<file path="config.mk">
export PLATFORM = sky130hd
export DESIGN_NAME = mvr_word_rx
export DESIGN_NICKNAME = d
export VERILOG_FILES = /design/src/rtl/mvr_pkg.sv /design/src/rtl/mvr_line_decoder.sv /design/src/rtl/mvr_vote_bank.sv /design/src/rtl/mvr_code_check.sv /design/src/rtl/mvr_word_rx.sv
export SDC_FILE = /design/constraint.sdc
export NUM_CORES = 1
export LEC_CHECK = 0
export BUFFER_PORTS_ARGS = -buffer_cell sky130_fd_sc_hd__buf_2
export CAP_MARGIN = 20
export CORE_ASPECT_RATIO = 0.8
export CORE_MARGIN = 2
export CORE_UTILIZATION = 65
export DETAILED_ROUTE_END_ITERATION = 16
export GPL_ROUTABILITY_DRIVEN = 0
export GPL_TIMING_DRIVEN = 0
export MAX_ROUTING_LAYER = met4
export PLACE_DENSITY_LB_ADDON = 0.2
export SYNTH_ARGS = -nofsm -noshare
export SYNTH_HDL_FRONTEND = slang
export SYNTH_SLANG_ARGS = --single-unit
</file>
<file path="constraint.sdc">
create_clock -name clk -period 10.7 [get_ports clk]
set_input_delay 1.605 -clock clk [delete_from_list [all_inputs] [get_ports clk]]
set_output_delay 1.605 -clock clk [all_outputs]
set_load 0.05 [all_outputs]
</file>
<file path="src/rtl/mvr_pkg.sv">
// Shared sizes and the parity generator for the majority-vote word receiver.
package mvr_pkg;
    localparam int WORD_W   = 40;              // bits per copy
    localparam int PAR_W    = 12;              // parity bits at the tail
    localparam int DATA_W   = WORD_W - PAR_W;  // data bits at the head
    localparam int COPIES   = 5;               // repetitions per word
    localparam int VOTE_MIN = 3;               // ones needed to vote a 1
    localparam int OSR      = 8;               // samples per bit cell
    localparam int CNT_W    = $clog2(COPIES + 1);
    localparam int REP_W    = $clog2(COPIES);
    localparam int BIT_W    = $clog2(WORD_W + 1);
    localparam logic [PAR_W-1:0] GEN_POLY = 12'h539; // g(x) without x^12

    typedef logic [WORD_W-1:0] word_t;
endpackage

</file>
<file path="src/rtl/mvr_line_decoder.sv">
// Manchester cell decoder: synchronises the line, takes OSR samples per cell
// and emits one bit per cell (value = first-half level).
// Assumes: cell_start is a one-cycle pulse aligned to a cell boundary,
// SAMPLE_DIV >= 2, and at most a one-sample phase error per cell.
module mvr_line_decoder #(
    parameter int SAMPLE_DIV = 1250,
    parameter int OSR        = 8
) (
    input  logic clk,
    input  logic rst_n,
    input  logic rx_in,
    input  logic cell_start,
    output logic bit_vld,
    output logic bit_val
);
    localparam int DIV_W = (SAMPLE_DIV > 1) ? $clog2(SAMPLE_DIV) : 1;
    localparam int PH_W  = $clog2(OSR);
    localparam int MID   = OSR / 2;
    localparam logic [PH_W-1:0]  PH_CAP = PH_W'(MID / 2);
    localparam logic [PH_W-1:0]  PH_LO  = PH_W'(MID - 1);
    localparam logic [PH_W-1:0]  PH_HI  = PH_W'(MID + 1);
    localparam logic [PH_W-1:0]  PH_END = PH_W'(OSR - 1);
    localparam logic [DIV_W-1:0] DIV_END = DIV_W'(SAMPLE_DIV - 1);

    logic [1:0]       rx_meta;
    logic             rx_s, prev_s, half_lvl, cell_done;
    logic [DIV_W-1:0] div_cnt;
    logic [PH_W-1:0]  phase;
    logic             tick, lvl_chg, in_win, take_edge, emit;

    assign rx_s      = rx_meta[1];
    assign tick      = (div_cnt == DIV_END) && !cell_start;
    assign lvl_chg   = rx_s != prev_s;
    assign in_win    = (phase >= PH_LO) && (phase <= PH_HI);
    assign take_edge = tick && in_win && lvl_chg && !cell_done;
    assign emit      = take_edge || (tick && phase == PH_HI && !cell_done);

    // Two-stage synchroniser for the asynchronous line input.
    always_ff @(posedge clk) begin
        if (!rst_n) rx_meta <= '0;
        else        rx_meta <= {rx_meta[0], rx_in};
    end

    // Sample divider, cell phase, first-half capture and re-centring.
    always_ff @(posedge clk) begin
        if (!rst_n) begin
            div_cnt   <= '0;
            phase     <= '0;
            prev_s    <= 1'b0;
            half_lvl  <= 1'b0;
            cell_done <= 1'b0;
        end else if (cell_start) begin
            div_cnt   <= '0;
            phase     <= '0;
            cell_done <= 1'b0;
        end else begin
            div_cnt <= tick ? '0 : div_cnt + 1'b1;
            if (tick) begin
                prev_s <= rx_s;
                if (phase == PH_CAP) half_lvl <= rx_s;
                phase <= take_edge ? PH_HI : phase + 1'b1;
                if (emit)               cell_done <= 1'b1;
                else if (phase == PH_END) cell_done <= 1'b0;
            end
        end
    end

    // Registered bit output, one pulse per cell.
    always_ff @(posedge clk) begin
        if (!rst_n) begin
            bit_vld <= 1'b0;
            bit_val <= 1'b0;
        end else begin
            bit_vld <= emit;
            if (emit) bit_val <= half_lvl;
        end
    end

    AST_ONE_BIT_PER_CELL: assert property (@(posedge clk) disable iff (!rst_n)
        bit_vld |=> !bit_vld);
endmodule

</file>
<file path="src/rtl/mvr_vote_bank.sv">
// Copy assembler and per-bit vote: shifts in each 40-bit copy, adds it into
// one ones-counter per bit, and flags the word done after the last copy
// (or after any copy while standby is high, passing that copy through).
// Assumes: frame_sync is not coincident with the completion of a copy.
module mvr_vote_bank
    import mvr_pkg::*;
(
    input  logic  clk,
    input  logic  rst_n,
    input  logic  frame_sync,
    input  logic  first_copy,
    input  logic  standby,
    input  logic  bit_vld,
    input  logic  bit_val,
    output logic  word_done,
    output word_t voted
);
    logic             active, rep_full, last_copy;
    logic [REP_W-1:0] rep_idx;
    logic [BIT_W-1:0] bit_cnt;
    word_t            shreg;
    logic [CNT_W-1:0] ones [WORD_W];

    assign last_copy = standby || (rep_idx == REP_W'(COPIES - 1));
    assign word_done = rep_full && last_copy;

    // Copy sequencing: start, bit shifting, copy completion.
    always_ff @(posedge clk) begin
        if (!rst_n) begin
            active   <= 1'b0;
            rep_idx  <= '0;
            bit_cnt  <= '0;
            shreg    <= '0;
            rep_full <= 1'b0;
        end else begin
            rep_full <= 1'b0;
            if (rep_full) begin
                if (last_copy) active  <= 1'b0;
                else           rep_idx <= rep_idx + 1'b1;
            end
            if (frame_sync) begin
                bit_cnt <= '0;
                if (first_copy) begin
                    active  <= 1'b1;
                    rep_idx <= '0;
                end
            end else if (active && bit_vld && bit_cnt < BIT_W'(WORD_W)) begin
                shreg   <= {shreg[WORD_W-2:0], bit_val};
                bit_cnt <= bit_cnt + 1'b1;
                if (bit_cnt == BIT_W'(WORD_W - 1)) rep_full <= 1'b1;
            end
        end
    end

    for (genvar i = 0; i < WORD_W; i++) begin : g_bit
        logic [CNT_W-1:0] sum;
        assign sum      = ones[i] + CNT_W'(shreg[i]);
        assign voted[i] = standby ? shreg[i] : (sum >= CNT_W'(VOTE_MIN));

        // Ones counter for this bit position across the copies of a word.
        always_ff @(posedge clk) begin
            if (!rst_n)                       ones[i] <= '0;
            else if (frame_sync && first_copy) ones[i] <= '0;
            else if (rep_full)                ones[i] <= sum;
        end
    end

    AST_BITCNT_BOUND: assert property (@(posedge clk) disable iff (!rst_n)
        bit_cnt <= BIT_W'(WORD_W));
    AST_DONE_AFTER_COPY: assert property (@(posedge clk) disable iff (!rst_n)
        word_done |-> $past(bit_cnt) == BIT_W'(WORD_W - 1));
endmodule

</file>
<file path="src/rtl/mvr_code_check.sv">
// Parity check: recomputes the 12-bit cyclic parity of the data field with a
// bit-serial LFSR unrolled over the data bits and compares it with the tail.
// Assumes: data occupies the high bits, most significant bit sent first.
module mvr_code_check
    import mvr_pkg::*;
(
    input  word_t             word,
    output logic [DATA_W-1:0] data,
    output logic              err
);
    // Remainder of d(x)*x^PAR_W modulo the generator.
    function automatic logic [PAR_W-1:0] calc_par(input logic [DATA_W-1:0] d);
        logic [PAR_W-1:0] r;
        logic             fb;
        r = '0;
        for (int i = DATA_W - 1; i >= 0; i--) begin
            fb = d[i] ^ r[PAR_W-1];
            r  = {r[PAR_W-2:0], 1'b0} ^ (fb ? GEN_POLY : '0);
        end
        return r;
    endfunction

    assign data = word[WORD_W-1:PAR_W];
    assign err  = calc_par(data) != word[PAR_W-1:0];
endmodule

</file>
<file path="src/rtl/mvr_word_rx.sv">
// Top: line decoder -> copy vote -> parity check -> held result with
// acknowledge and overrun. Assumes ack is a synchronous pulse from the host.
module mvr_word_rx
    import mvr_pkg::*;
#(
    parameter int SAMPLE_DIV = 1250
) (
    input  logic              clk,
    input  logic              rst_n,
    input  logic              rx_in,
    input  logic              frame_sync,
    input  logic              first_copy,
    input  logic              standby,
    input  logic              ack,
    output logic              word_valid,
    output logic [DATA_W-1:0] word_data,
    output logic              word_err,
    output logic              overrun
);
    logic              bit_vld, bit_val, word_done, chk_err;
    word_t             voted;
    logic [DATA_W-1:0] chk_data;

    mvr_line_decoder #(.SAMPLE_DIV(SAMPLE_DIV), .OSR(OSR)) u_dec (
        .clk(clk), .rst_n(rst_n), .rx_in(rx_in), .cell_start(frame_sync),
        .bit_vld(bit_vld), .bit_val(bit_val)
    );

    mvr_vote_bank u_vote (
        .clk(clk), .rst_n(rst_n), .frame_sync(frame_sync),
        .first_copy(first_copy), .standby(standby), .bit_vld(bit_vld),
        .bit_val(bit_val), .word_done(word_done), .voted(voted)
    );

    mvr_code_check u_chk (.word(voted), .data(chk_data), .err(chk_err));

    // Result holding register with acknowledge and overrun flag.
    always_ff @(posedge clk) begin
        if (!rst_n) begin
            word_valid <= 1'b0;
            word_data  <= '0;
            word_err   <= 1'b0;
            overrun    <= 1'b0;
        end else if (word_done && word_valid && !ack) begin
            overrun <= 1'b1;
        end else if (word_done) begin
            word_valid <= 1'b1;
            word_data  <= chk_data;
            word_err   <= chk_err;
            overrun    <= 1'b0;
        end else if (ack) begin
            word_valid <= 1'b0;
            overrun    <= 1'b0;
        end
    end

    AST_HOLD_WORD: assert property (@(posedge clk) disable iff (!rst_n)
        word_valid && !ack |=> word_valid && $stable(word_data) && $stable(word_err));
    AST_OVR_NEEDS_HELD: assert property (@(posedge clk) disable iff (!rst_n)
        $rose(overrun) |-> $past(word_valid));
    AST_ACK_CLEARS: assert property (@(posedge clk) disable iff (!rst_n)
        word_valid && ack && !word_done |=> !word_valid && !overrun);
endmodule

</file>
# After elaboration in Yosys (flattened, before gate mapping)
# Memories as Yosys holds them, arrays and structs flattened.
# Cells that the tools add are included.
# classes
n_addsub	44
order_cmp	43
eq_ne	8
n_mux	172
n_bitwise	138
n_reduce_logical	30
# op_table
op	count
12-bit XOR	26
11-bit 2-to-1 mux	28
3-bit 2-to-1 mux	85
3-bit by 2-bit greater-or-equal comparator with 1-bit output, second input constant	41
3-bit by 1-bit adder with 3-bit output	40
1-bit bitwise OR	80
1-bit 2-to-1 mux	59
1-bit XOR	26
1-bit logical AND	13
12-bit inequality test	1
12-bit by 11-bit XOR with 12-bit output	1
11-bit by 1-bit adder with 11-bit output, second input constant	1
11-bit equality test, second input constant	1
2-bit AND reduction	5
3-bit equality test, second input constant	3
3-bit by 1-bit adder with 3-bit output, second input constant	2
6-bit by 1-bit adder with 6-bit output, second input constant	1
6-bit equality test, second input constant	1
6-bit less-than comparator, second input constant	1
3-bit OR reduction	2
1-bit NOT	4
2-bit nonzero test	2
3-bit by 2-bit equality test with 1-bit output, second input constant	1
3-bit less-or-equal comparator, second input constant	1
7 further kinds	10
# totals
ff_bits	103
ram_bits	120
inputBits	7
out_inout_bits	31
word_cells	453
mem_count	1
# memory_table
name	words	width	rd	rd_clocked_by_memory_dff	wr	line	text
u_vote.ones	40	3	40	0	40	mvr_vote_bank.sv:22	logic [CNT_W-1:0] ones [WORD_W];

# Logic depth before layout (Yosys ltp)
# An unclocked memory read counts as a cell.
# logic_depth
ltp_word	86
mapped_depth	16
mapped_depth_nobuf	14

# Hierarchy
# Synthesis repeated with hierarchy kept, for this count alone.
# unflattened
hier_cells	1113
area_unflattened_um2	12806.0
# by_module_without_submodules
module	n_inst	cells_per_inst	area_each_um2	seq_area_each_um2
mvr_vote_bank	1	702	8479.4	4624.4
mvr_code_check	1	171	2103.3	0.0
mvr_word_rx	1	133	1248.7	620.6
mvr_line_decoder	1	107	974.7	420.4

# Worst setup path after synthesis
# OpenSTA, ideal clock, no wires.
# synth_path
path_type	input to register
startpoint	in standby
endpoint	reg word_err
setup_ns	0.120
arrival_time_ns	4.882
slack_ns	5.698
path_stages	13
path_cell_list	buf_6 -> inv_8 -> buf_8 -> a2bb2oi_4 -> xnor3_1 -> xor3_2 -> xnor3_2 -> xnor3_1 -> xnor3_2 -> xor2_2 -> xnor2_1 -> o31a_1 -> o31a_1
# synth_between
elab_chain_cells	57
# synth_lines
element	line	text
start, declared	mvr_word_rx.sv:13	input logic standby,
1-bit 2-to-1 mux	mvr_vote_bank.sv:58	assign voted[i] = standby ? shreg[i] : (sum >= CNT_W'(VOTE_MIN));
1-bit XOR	mvr_code_check.sv:17	fb = d[i] ^ r[PAR_W-1];
11-bit 2-to-1 mux	mvr_code_check.sv:18	r = {r[PAR_W-2:0], 1'b0} ^ (fb ? GEN_POLY : '0);
12-bit XOR (2 in a row)	mvr_code_check.sv:18	
1-bit XOR	mvr_code_check.sv:17	
11-bit 2-to-1 mux	mvr_code_check.sv:18	
12-bit XOR (2 in a row)	mvr_code_check.sv:18	
1-bit XOR	mvr_code_check.sv:17	
[... 37 more ...]	n/a	
12-bit XOR (2 in a row)	mvr_code_check.sv:18	
1-bit XOR	mvr_code_check.sv:17	
11-bit 2-to-1 mux	mvr_code_check.sv:18	
12-bit XOR (2 in a row)	mvr_code_check.sv:18	
1-bit XOR	mvr_code_check.sv:17	
11-bit 2-to-1 mux	mvr_code_check.sv:18	
12-bit by 11-bit XOR with 12-bit output	mvr_code_check.sv:18	
12-bit inequality test	mvr_code_check.sv:24	assign err = calc_par(data) != word[PAR_W-1:0];
end signal, assigned	mvr_word_rx.sv:49	word_err <= chk_err;
end, declared	mvr_word_rx.sv:17	output logic word_err,
# Parallel ways exist; a longest one is shown, timed or not.
# A chain may end at the register's enable or synchronous reset.

# Final worst setup path
# Same ends and word-level chain as after synthesis.

==> reports/qor.yml <==
outcome: "complete, no violations"
die_w_um: 157
period_needed_ns: 5.12
synthArstFlopShare_pct: 0
grt_util_all_layers_pct: 29.2
core_um2: 18200
yosys-top-cells-area: "edfxtp_1 30%, dfxtp_1 17%, ha_1 9.3%"
rrSetupSlack_ns: 6.19
crit_type: "input port to flop"
dp_hpwl_mm: 18.7
yosysTopAreaCell: "edfxtp_1"
hold_buffers: 0
crit_slowest_cell: "xnor2_1"
rsz0062_at_grt: "no"
grt_pass1_wl_mm: 42.8
dieArea_um2: 19800
switching_share_pct: 34.1
synth_commonest_cells: "160 x nand2_1, 120 x edfxtp_1, 103 x dfxtp_1"
diodes: 0
worst_path_largest_cell_delay_ns: 0.55
port_buffers: 35
post_cts_buffers: 0
cts_resized: 0
wire_per_inst_um: 19.0
slew_violations: 0
pwr-share-seq_pct: 28.2
firstDrtPassIters: 4
setup_viol: 0
htree_levels: 1
drive_gt1_share_pct: 9.92
chipHeight_um: 126
rows: 44
clock-sinks: 223
cts_buffers: 23
r2r_end: "word_err"
timing.final.crit_share_pct: 47.9
switchingPower_mw: 1.14
ys_seq_area_share_pct: 46.8
ys_warn_count: 0
fmax_mhz: 195
initial_core_util_pct: 66.5
clock_latency_ns: 0.51
multi_input_area_um2: 6190
path_depth: 15
routed_wl_mm: 26.9
cts_root_buffer: "clkbuf_16"
critPathMostFrequentCell: "xnor2_1"
avgSynthCellArea_um2: 11.2
path_cells: "buf_6 -> buf_6 -> buf_2 -> nor2b_1 -> a31oi_1 -> xnor2_1 -> xnor2_1 -> xnor3_1 -> xnor3_1 -> xnor3_2 -> xor2_2 -> xnor2_1 -> mux2i_1 -> o21ai_1 -> o31a_1"
cp-start-kind: "input port"
rr_startpoint: "u_vote.shreg[33]"
fillers: 1284
register_area_um2: 5670
powerDensity_nw_per_um2: 251
cp_top_family: "XOR/XNOR gates"
relSlewSlack_pct: 33.3
comb_power_share_pct: 49.3
finalHoldViolations: 0
yosysTopAreaCellShare_pct: 29.7
grt_pass1_vias: 7868
crit_fanout: 10
endpoint: "word_err"
ys.flop_type: "edfxtp_1"
syn2layout_area_growth_pct: 10.3
syn-cell-area_um2: 12100
clock_power_share_pct: 22.5
power.leakage_nw: 5.36
r2r_cells: 14
fin_nets: 1240
intPower_mw: 2.21
netlist_instances: 1081
drc: 0
synth_cell_types: 55
grt_antenna_before_repair: 0
ios: 38
critPathRequiredTime_ns: 11.10
syn_nets: 1178
vias_per_cell: 5.70
hold_path.class: "flop to flop"
vias: 8051
clockBufferDepth: 3
crit_path_end_kind: "flop"
drv_cap: 0
skew_ns: 0.00789
worst_pin_slew_ns: 0.992
total_power_mw: 3.35
synth_edf_count: 120
cp_data_arrival_time_ns: 5.52
postRouteAntennaNets: 0
grt_max_degree: 44
tns_ns: 0
crit_buf_inv: 3
cts_tree: "done"
drt_iter0_markers: 628
yosys_register_bits: 223
clk_transition_reported_paths_ns: 0.06
crit_start: "standby"
grt_overflow_total: 0
ir_drop_mv: 0.313
yosysMostFrequentCell: "nand2_1"
## how the worst min path moves through the flow
stage | start | slack [ns] | depth (start not counted) | end
5_1_grt | u_dec.rx_meta[0] | 0.46 | 1 | u_dec.rx_meta[1]
4_1_cts | u_dec.rx_meta[0] | 0.44 | 1 | u_dec.rx_meta[1]
3_3_place_gp | u_dec.rx_meta[0] | 0.42 | 1 | u_dec.rx_meta[1]
2_1_floorplan | u_dec.rx_meta[0] | 0.41 | 1 | u_dec.rx_meta[1]
3_5_place_dp | u_dec.rx_meta[0] | 0.43 | 1 | u_dec.rx_meta[1]
6_report | u_dec.rx_meta[0] | 0.43 | 1 | u_dec.rx_meta[1]
## per-layer routing
layer  GRT usage, %  vias up  part of all wire, %
li1               -     3854                    -
met1           39.6     3844                   44
met2           45.2      286                   45
met3           4.54       67                  7.4
met4           9.66        0                  3.5
met5              -        -                    0
## cell usage in the layout (no fill, tap or decap), types with 9 or more instances in the layout
master and count:
nand2b_1 12, mux2i_1 10, a21oi_1 23, xnor2_1 85, xnor3_1 19, inv_1 9, nor2b_1 15, and3_1 9
xor2_1 29, clkbuf_16 24, nand3_1 22, buf_2 37, edfxtp_1 120, a21boi_0 62, o21ai_0 16, dfxtp_1 103
nand2_1 160, clkbuf_1 49, and2_1 95, ha_1 90, o21a_1 9, xnor2_2 9, nor2_1 63
## final cells by class
| type | count | area share [%] |
|---|---|---|
| Multi-Input combinational cell | 799 | 46.4 |
| Timing Repair Buffer | 37 | 1.67 |
| Clock inverter | 7 | 0.253 |
| Inverter | 10 | 0.337 |
| Buffer | 49 | 1.59 |
| Sequential cell | 223 | 42.4 |
| Clock buffer | 34 | 5.00 |
| Tap cell | 253 | 2.37 |
## kinds of logic after synthesis
kind of cell	count (synthesis)	synth area share [%]
AO/OA/AOI/OAI	149	9.71
XOR/XNOR	156	15.7
adder cells (fa/ha/maj)	90	9.30
buffers and inverters	59	2.13
flip-flops	223	46.8
multiplexers	11	0.919
AND/OR/NAND/NOR	393	15.5
## worst reg2reg max path, delay by kind of cell (launching register included)
family	cells	cell delay [ns]
AO/OA/AOI/OAI	4	0.76
multiplexers	1	0.22
XOR/XNOR	7	2.45
flip-flops	1	0.38
adder cells (fa/ha/maj)	2	0.56
## stage by stage
step | std cells | worst slack, ns | area [um^2] | utilization, % | hold WS [ns]
floorplan | 1081 | 5.70 | 12100 | - | 0.412
global placement | 1369 | 5.22 | 12600 | 69.2 | 0.417
detailed placement | 1371 | 5.17 | 12700 | 69.5 | 0.427
CTS | 1412 | 5.68 | 13400 | 73.3 | 0.440
global route | 1412 | 5.42 | 13400 | 73.3 | 0.462
finish | 1412 | 5.58 | 13400 | 73.3 | 0.435
## sequential cells by signal (all words and copies together) (netlist names)
signal           cells
u_vote.ones        120
u_vote.shreg        40
word_data           28
u_dec.div_cnt       11
u_vote.bit_cnt       6
u_dec.phase          3
u_vote.rep_idx       3
u_dec.rx_meta        2
overrun              1
u_dec.bit_val        1
u_dec.bit_vld        1
u_dec.cell_done      1
u_dec.half_lvl       1
u_dec.prev_s         1
u_vote.active        1
u_vote.rep_full      1
word_err             1
word_valid           1
## power groups by stage
| stage | clock network (mW) | registers, mW | logic (mW) |
|---|---|---|---|
| 5_1_grt | 0.796 | 0.946 | 1.79 |
| 4_1_cts | 0.762 | 0.943 | 1.63 |
| 6_report | 0.754 | 0.943 | 1.65 |
| 2_1_floorplan | 0 | 0.959 | 1.39 |
| 3_5_place_dp | 0 | 0.961 | 1.62 |
| 3_3_place_gp | 0 | 0.962 | 1.56 |
(Power assumes the default switching activity.)
